`config.mk`:
```
export PLATFORM = sky130hd
export DESIGN_NAME = hd_jam_guard
export DESIGN_NICKNAME = d
export VERILOG_FILES = /design/src/rtl/hd_jam_pkg.sv /design/src/rtl/hd_jabber.sv /design/src/rtl/hd_bp_arm.sv /design/src/rtl/hd_jam_seq.sv /design/src/rtl/hd_jam_guard.sv
export SDC_FILE = /design/constraint.sdc
export NUM_CORES = 1
export LEC_CHECK = 0
export ABC_AREA = 1
export BUFFER_PORTS_ARGS = -buffer_cell sky130_fd_sc_hd__buf_2
export CORE_UTILIZATION = 40
export CTS_BUF_LIST = sky130_fd_sc_hd__clkbuf_4
export DETAILED_ROUTE_END_ITERATION = 12
export GPL_TIMING_DRIVEN = 0
export PLACE_DENSITY = 0.62
export SYNTH_ARGS = -nofsm -noshare
export SYNTH_HDL_FRONTEND = slang
export SYNTH_SLANG_ARGS = --single-unit
```
`constraint.sdc`:
```
create_clock -name clk -period 1.9 [get_ports clk]
set_input_delay 0.38 -clock clk [delete_from_list [all_inputs] [get_ports clk]]
set_output_delay 0.38 -clock clk [all_outputs]
set_load 0.02 [all_outputs]
```
`src/rtl/hd_jam_pkg.sv`:
```
package hd_jam_pkg;

  typedef enum logic [2:0] {
    ST_IDLE  = 3'd0,
    ST_TX    = 3'd1,
    ST_PEND  = 3'd2,
    ST_JAM   = 3'd3,
    ST_BPJAM = 3'd4
  } hd_state_e;

endpackage

```
`src/rtl/hd_jabber.sv`:
```
module hd_jabber #(
  parameter int LIMIT = 2048
) (
  input  logic clk,
  input  logic rst,
  input  logic restart,
  input  logic restart_data,
  input  logic data_tick,
  input  logic trip,
  input  logic clr,
  output logic at_limit,
  output logic flag
);

  localparam int CW = $clog2(LIMIT + 1);

  logic [CW-1:0] cnt_q;
  logic          flag_q;

  // data byte counter, saturating at the limit
  always_ff @(posedge clk) begin
    if (rst) begin
      cnt_q <= '0;
    end else if (restart) begin
      cnt_q <= CW'(restart_data);
    end else if (data_tick && (cnt_q != CW'(LIMIT))) begin
      cnt_q <= cnt_q + CW'(1);
    end
  end

  // sticky timeout status, a new trip wins over a clear
  always_ff @(posedge clk) begin
    if (rst) begin
      flag_q <= 1'b0;
    end else if (trip) begin
      flag_q <= 1'b1;
    end else if (clr) begin
      flag_q <= 1'b0;
    end
  end

  assign at_limit = (cnt_q == CW'(LIMIT));
  assign flag     = flag_q;

  a_r8_flag_sticky: assert property (@(posedge clk) disable iff (rst)
    (flag_q && !clr) |=> flag_q);

  a_r6_count_capped: assert property (@(posedge clk) disable iff (rst)
    (cnt_q == CW'(LIMIT) && !restart) |=> (cnt_q == CW'(LIMIT)));

endmodule

```
`src/rtl/hd_bp_arm.sv`:
```
module hd_bp_arm (
  input  logic clk,
  input  logic rst,
  input  logic crs,
  input  logic busy,
  input  logic fire_ok,
  output logic fire
);

  logic armed_q;

  assign fire = fire_ok && armed_q && crs;

  // disarmed by firing or by any local activity, re-armed by quiet carrier
  always_ff @(posedge clk) begin
    if (rst) begin
      armed_q <= 1'b0;
    end else if (fire || busy) begin
      armed_q <= 1'b0;
    end else if (!crs) begin
      armed_q <= 1'b1;
    end
  end

  a_r11_fire_disarms: assert property (@(posedge clk) disable iff (rst)
    fire |=> !armed_q);

  a_r11_rearm_needs_low: assert property (@(posedge clk) disable iff (rst)
    $rose(armed_q) |-> $past(!crs));

endmodule

```
`src/rtl/hd_jam_seq.sv`:
```
module hd_jam_seq
  import hd_jam_pkg::*;
#(
  parameter int DW           = 8,
  parameter int JAM_BYTES    = 4,
  parameter int BP_JAM_BYTES = 32
) (
  input  logic          clk,
  input  logic          rst,
  input  logic          byte_tick,
  input  logic          tx_valid,
  input  logic          tx_sof,
  input  logic          tx_eof,
  input  logic          tx_pre,
  input  logic          tx_sfd,
  input  logic          mii_col,
  input  logic          hdx_mode,
  input  logic          tfc_en,
  input  logic          bp_req,
  input  logic          jab_dis,
  input  logic          at_limit,
  input  logic          bp_fire,
  output logic          busy,
  output logic          bp_ok,
  output logic          frame_start,
  output logic          start_data,
  output logic          data_tick,
  output logic          jab_trip,
  output logic          jam_on,
  output logic [DW-1:0] jam_byte,
  output logic          abort,
  output logic          col_flag
);

  localparam int MAXJ = (JAM_BYTES > BP_JAM_BYTES) ? JAM_BYTES : BP_JAM_BYTES;
  localparam int JCW  = $clog2(MAXJ + 1);

  hd_state_e      st_q, st_d;
  logic [JCW-1:0] cnt_q, cnt_d;
  logic           abort_q, abort_d;
  logic           jam_on_q;
  logic [DW-1:0]  jam_byte_q;
  logic           col_flag_q;
  logic [DW-1:0]  pat;

  // alternating 1/0 pattern, bit 0 set
  for (genvar g = 0; g < DW; g++) begin : g_pat
    assign pat[g] = ((g % 2) == 0);
  end

  logic col_hit, tx_tick, frame_tick, pre_only, col_go, in_jam_d;

  assign col_hit     = hdx_mode && mii_col;
  assign frame_start = byte_tick && tx_valid && tx_sof && (st_q == ST_IDLE);
  assign tx_tick     = byte_tick && tx_valid && (st_q == ST_TX);
  assign frame_tick  = frame_start || tx_tick;
  assign pre_only    = tx_pre && !tx_sfd;
  assign col_go      = frame_tick && col_hit;
  assign start_data  = !tx_pre;
  assign data_tick   = tx_tick && !tx_pre;
  assign jab_trip    = data_tick && at_limit && !jab_dis && !col_hit;
  assign busy        = (st_q != ST_IDLE);
  assign bp_ok       = byte_tick && (st_q == ST_IDLE) && !(tx_valid && tx_sof)
                       && hdx_mode && tfc_en && bp_req;

  always_comb begin
    st_d    = st_q;
    cnt_d   = cnt_q;
    abort_d = 1'b0;
    case (st_q)
      ST_IDLE: begin
        if (frame_start) begin
          cnt_d = '0;
          if (col_go) st_d = pre_only ? ST_PEND : ST_JAM;
          else        st_d = ST_TX;
        end else if (bp_fire) begin
          cnt_d = '0;
          st_d  = ST_BPJAM;
        end
      end
      ST_TX: begin
        if (tx_tick) begin
          if (col_go) begin
            cnt_d = '0;
            st_d  = pre_only ? ST_PEND : ST_JAM;
          end else if (jab_trip) begin
            st_d    = ST_IDLE;
            abort_d = 1'b1;
          end else if (tx_eof) begin
            st_d = ST_IDLE;
          end
        end
      end
      ST_PEND: begin
        if (byte_tick && tx_valid && !pre_only) begin
          cnt_d = '0;
          st_d  = ST_JAM;
        end
      end
      ST_JAM: begin
        if (byte_tick) begin
          if (cnt_q == JCW'(JAM_BYTES - 1)) begin
            st_d    = ST_IDLE;
            abort_d = 1'b1;
          end else begin
            cnt_d = cnt_q + JCW'(1);
          end
        end
      end
      ST_BPJAM: begin
        if (byte_tick) begin
          if (cnt_q == JCW'(BP_JAM_BYTES - 1)) st_d = ST_IDLE;
          else cnt_d = cnt_q + JCW'(1);
        end
      end
      default: st_d = ST_IDLE;
    endcase
  end

  assign in_jam_d = (st_d == ST_JAM) || (st_d == ST_BPJAM);

  always_ff @(posedge clk) begin
    if (rst) begin
      st_q       <= ST_IDLE;
      cnt_q      <= '0;
      abort_q    <= 1'b0;
      jam_on_q   <= 1'b0;
      jam_byte_q <= '0;
      col_flag_q <= 1'b0;
    end else begin
      st_q       <= st_d;
      cnt_q      <= cnt_d;
      abort_q    <= abort_d;
      jam_on_q   <= in_jam_d;
      jam_byte_q <= in_jam_d ? pat : '0;
      if (frame_start)  col_flag_q <= col_go;
      else if (col_go)  col_flag_q <= 1'b1;
    end
  end

  assign jam_on   = jam_on_q;
  assign jam_byte = jam_byte_q;
  assign abort    = abort_q;
  assign col_flag = col_flag_q;

  a_r2_jam_bounded: assert property (@(posedge clk) disable iff (rst)
    (st_q == ST_JAM) |-> (cnt_q < JCW'(JAM_BYTES)));

  a_r3_pend_holds: assert property (@(posedge clk) disable iff (rst)
    (st_q == ST_PEND && !(byte_tick && tx_valid && !(tx_pre && !tx_sfd)))
    |=> (st_q == ST_PEND && !jam_on_q));

  a_r5_fdx_no_col: assert property (@(posedge clk) disable iff (rst)
    (!hdx_mode && st_q == ST_TX) |=> !(st_q == ST_JAM || st_q == ST_PEND));

  a_r9_bp_no_abort: assert property (@(posedge clk) disable iff (rst)
    (st_q == ST_BPJAM) |=> !abort_q);

endmodule

```
`src/rtl/hd_jam_guard.sv`:
```
module hd_jam_guard #(
  parameter int DW           = 8,
  parameter int JAM_BYTES    = 4,
  parameter int BP_JAM_BYTES = 32,
  parameter int JAB_LIMIT    = 2048
) (
  input  logic          clk,
  input  logic          rst,
  input  logic          byte_tick,
  input  logic          tx_valid,
  input  logic          tx_sof,
  input  logic          tx_eof,
  input  logic          tx_pre,
  input  logic          tx_sfd,
  input  logic          mii_col,
  input  logic          mii_crs,
  input  logic          bp_req,
  input  logic          tfc_en,
  input  logic          hdx_mode,
  input  logic          jab_dis,
  input  logic          jab_clr,
  output logic          jam_on,
  output logic [DW-1:0] jam_byte,
  output logic          tx_abort,
  output logic          jab_flag,
  output logic          col_flag
);

  logic busy, bp_ok, bp_fire, frame_start, start_data, data_tick;
  logic jab_trip, at_limit;

  hd_jam_seq #(
    .DW          (DW),
    .JAM_BYTES   (JAM_BYTES),
    .BP_JAM_BYTES(BP_JAM_BYTES)
  ) u_seq (
    .clk        (clk),
    .rst        (rst),
    .byte_tick  (byte_tick),
    .tx_valid   (tx_valid),
    .tx_sof     (tx_sof),
    .tx_eof     (tx_eof),
    .tx_pre     (tx_pre),
    .tx_sfd     (tx_sfd),
    .mii_col    (mii_col),
    .hdx_mode   (hdx_mode),
    .tfc_en     (tfc_en),
    .bp_req     (bp_req),
    .jab_dis    (jab_dis),
    .at_limit   (at_limit),
    .bp_fire    (bp_fire),
    .busy       (busy),
    .bp_ok      (bp_ok),
    .frame_start(frame_start),
    .start_data (start_data),
    .data_tick  (data_tick),
    .jab_trip   (jab_trip),
    .jam_on     (jam_on),
    .jam_byte   (jam_byte),
    .abort      (tx_abort),
    .col_flag   (col_flag)
  );

  hd_jabber #(.LIMIT(JAB_LIMIT)) u_jab (
    .clk         (clk),
    .rst         (rst),
    .restart     (frame_start),
    .restart_data(start_data),
    .data_tick   (data_tick),
    .trip        (jab_trip),
    .clr         (jab_clr),
    .at_limit    (at_limit),
    .flag        (jab_flag)
  );

  hd_bp_arm u_bp (
    .clk    (clk),
    .rst    (rst),
    .crs    (mii_crs),
    .busy   (busy),
    .fire_ok(bp_ok),
    .fire   (bp_fire)
  );

  a_r4_abort_one_clock: assert property (@(posedge clk) disable iff (rst)
    tx_abort |=> !tx_abort);

  a_r2_abort_not_jamming: assert property (@(posedge clk) disable iff (rst)
    tx_abort |-> !jam_on);

endmodule

```
==> summary.json <==
{
  "critical_path": {
    "critical_path.slowest_cell": "sky130_fd_sc_hd__dfxtp_1",
    "path_class": "reg2reg",
    "cp_top_family": "simple AND/OR/NAND/NOR gates",
    "cp_max_fo": 7,
    "worstSetupEndpointType": "flip-flop",
    "critical_path.cell_chain": "ha_1 > nand2_1 > nor2_1 > nand3_1 > a21oi_1 > nor2_4 > inv_2 > nand2_1 > a21oi_1",
    "worst_setup_sp_type": "flip-flop",
    "worst_ep_required_time_ns": 2.18,
    "cp_num_buf_inv": 1,
    "max_stage_delay_ns": 0.40,
    "worstPathArrival_ns": 1.92
  },
  "die": {
    "floorplan.die_area_um2": 4350,
    "die_h_um": 65.9,
    "core_area_um2": 3800,
    "initial_util": 0.431,
    "io_pins": 27,
    "std_cell_rows": 22,
    "die_w_um": 65.9
  },
  "cts": {
    "cts-resized-gates": 0,
    "cts_inserted_buffers": 3,
    "cts_root_buf": "sky130_fd_sc_hd__clkbuf_4",
    "clockBufferDepth": 2,
    "clock_insertion_delay_worst_skew_ns": 0.33,
    "tritoncts_clock_tree": "built",
    "clock_slew_seen_by_the_registers_of_the_worst_setup_and_hold_paths_ns": 0.15,
    "h_tree_depth_reported_by_cts": 1,
    "cts_setup_buffers": 0,
    "cts_sink_count": 26,
    "holdBufCountCts": 0
  },
  "route": {
    "detail_route.wirelength_um": 3150,
    "dr.pass1.iters": 4,
    "drc_errors": 0,
    "vias": 1502,
    "count_of_antenna_violating_nets_left_after_detailed_routing": 0,
    "wirelength_per_cell_um": 9.83,
    "mean_number_of_vias_per_cell": 4.68,
    "drt_iter0_drc": 50
  },
  "final_layout": {
    "flow.area_growth_from_synthesis_pct": 14.3,
    "layout_utilization": 0.492,
    "layout.filler_cells": 395,
    "num_antenna_cells": 0,
    "layout-drive-gt1-share": 0.220,
    "fin_nets": 292
  },
  "power": {
    "combinationalPowerShare": 0.104,
    "total_power_mw": 1.05,
    "power.share.clock": 0.368,
    "cellInternalPower_mw": 0.804,
    "p_per_area_nw_per_um2": 563,
    "peakVddDrop_v": 0.000285,
    "cellLeakagePower_nw": 0.867,
    "power.share.sequential": 0.528,
    "power.switching_mw": 0.248,
    "switching_share": 0.236
  },
  "logic_synthesis": {
    "synthTopCellsByCount": "57 x sky130_fd_sc_hd__nand2_1, 31 x sky130_fd_sc_hd__inv_1, 26 x sky130_fd_sc_hd__dfxtp_1",
    "synthesis.yosys.warnings": 0,
    "synth-async-reset-ratio": 0,
    "synth_sequential_area_ratio": 0.318,
    "synth_most_common_cell": "sky130_fd_sc_hd__nand2_1",
    "synth_cell_type_count": 34,
    "yosysTopAreaCellShare": 0.318,
    "number_of_enable_flip_flop_cells_after_synthesis": 0,
    "synth_area_per_cell_um2": 6.70,
    "synth_mux_area_frac": 0,
    "post_synth_and_or_nand_nor_area_fraction": 0.376,
    "netlist_top_cells_area": "sky130_fd_sc_hd__dfxtp_1 32%, sky130_fd_sc_hd__nand2_1 13%, sky130_fd_sc_hd__inv_1 7.1%",
    "synth_compound_area_frac": 0.124,
    "synth-adder-area-share": 0.0230,
    "synth_area_um2": 1640,
    "synth_xor_area_frac": 0.0214,
    "post-synth-top-area-cell": "sky130_fd_sc_hd__dfxtp_1",
    "synthCells": 244,
    "synth_flop_type": "sky130_fd_sc_hd__dfxtp_1",
    "synth_top_family_by_area": "simple AND/OR/NAND/NOR gates",
    "yosys_register_bits": 26
  },
  "global_routing": {
    "wire_length_of_the_first_global_routing_pass_um": 5470,
    "groute.usage.overall": 0.160,
    "grt_start_max_net_pins": 16,
    "number_of_antenna_violations_at_the_first_check_in_global_routing": 0,
    "grt.overflow.total": 0,
    "grt_pass1_vias": 1297
  },
  "timing": {
    "setup_viol": 0,
    "fmax_mhz": 608,
    "finalCritPeriodShare": 0.866,
    "rsz0062_at_grt": "no",
    "timing.setup.tns_ns": 0,
    "clock_skew_ns": 0.00824,
    "final-max-slew-violation-count": 0,
    "finalCriticalPeriod_ns": 1.65,
    "hold_viol_final": 0
  },
  "hold_path": {
    "hold_class": "in2reg"
  },
  "flow_run": {
    "maxCapViolations": 0
  },
  "place": {
    "finalWeightedCongestion": 0.847,
    "hpwl_um": 2590,
    "port_buffers": 22
  },
  "status": {
    "outcome": "complete, no violations"
  }
}
[metrics by stage]
| stage | hold WS [ns] | setup slack [ns] | area, µm² | std cells |
|---|---|---|---|---|
| 2_1_floorplan | 0.439 | 0.447 | 1650 | 247 |
| 3_3_place_gp | 0.448 | 0.187 | 1820 | 317 |
| 3_5_place_dp | 0.452 | 0.169 | 1820 | 317 |
| 4_1_cts | 0.198 | 0.232 | 1870 | 321 |
| 5_1_grt | 0.178 | 0.0114 | 1870 | 321 |
| 6_report | 0.214 | 0.254 | 1870 | 321 |
[logic make-up after synthesis]
logic type	count (synthesis)
and+or+nand+nor	123
AOI/OAI and AO/OA	38
xor gates and xnor gates	4
adders and majority gates	3
other	1
DFF	26
buffers and inverters	49
[layer usage]
layer | up-vias | global-route usage | wire, µm
met4 | 0 | 0.0239 | 13
met2 | 20 | 0.286 | 1570
met1 | 648 | 0.199 | 1480
met5 | - | 0 | 0
met3 | 2 | 0.0362 | 89
li1 | 832 | - | -
[final cells by class]
class	count	area, µm²	area share
Tap cell	48	60.1	0.0321
Clock buffer	3	22.5	0.0120
Buffer	10	75.1	0.0402
Sequential cell	26	520	0.278
Timing Repair Buffer	22	110	0.0589
Multi-Input combinational cell	172	905	0.484
Inverter	39	146	0.0783
Clock inverter	1	30.0	0.0161
[worst register-to-register path, cell delays in order (launching register included)]
cell                      delay [ns]
sky130_fd_sc_hd__dfxtp_1        0.40
sky130_fd_sc_hd__ha_1           0.21
sky130_fd_sc_hd__nand2_1        0.08
sky130_fd_sc_hd__nor2_1         0.15
sky130_fd_sc_hd__nand3_1        0.11
sky130_fd_sc_hd__a21oi_1        0.24
sky130_fd_sc_hd__nor2_4         0.10
sky130_fd_sc_hd__inv_2          0.11
sky130_fd_sc_hd__nand2_1        0.06
sky130_fd_sc_hd__a21oi_1        0.12
[registers in the layout, summed over array words and instances (netlist names)]
register / count
u_jab.flag: 1
u_bp.armed_q: 1
u_seq.col_flag: 1
u_seq.abort: 1
u_jab.cnt_q: 12
u_seq.cnt_q: 6
u_seq.jam_byte: 1
u_seq.st_q: 3
[cell usage in the layout, fill, tap and decap left out, drive strengths merged]
master,instances
nand2,60
conb,4
nor3b,1
xor2,3
o21ai,11
nand3b,1
bufinv,1
a211oi,1
nand3,18
xnor2,1
nor2,26
clkbuf,4
nand4,3
a21oi,25
clkinv,1
nor4,1
ha,3
inv,38
o211ai,1
dfxtp,26
or2,3
nor3,10
buf,31
[power by group through the flow]
stage                     sequential [mW]  combinational (mW)  clock (mW)
after floorplan                     0.568              0.0756           0
after global placement              0.568               0.111           0
after detailed placement            0.568               0.111           0
after CTS                           0.556               0.111       0.400
after global routing                0.557               0.124       0.431
final                               0.556               0.110       0.387
[path summary, 6_finish.rpt]
kind | startpoint | depth (start not counted) | slack (ns) | end
max | u_seq.cnt_q[0] | 9 | 0.25 | u_seq.cnt_q[1]
max reg2reg | u_seq.cnt_q[0] | 9 | 0.25 | u_seq.cnt_q[1]
min reg2reg | u_jab.flag | 2 | 0.47 | u_jab.flag
min | mii_crs | 2 | 0.21 | u_bp.armed_q
Power figures use the tool's default switching activity.
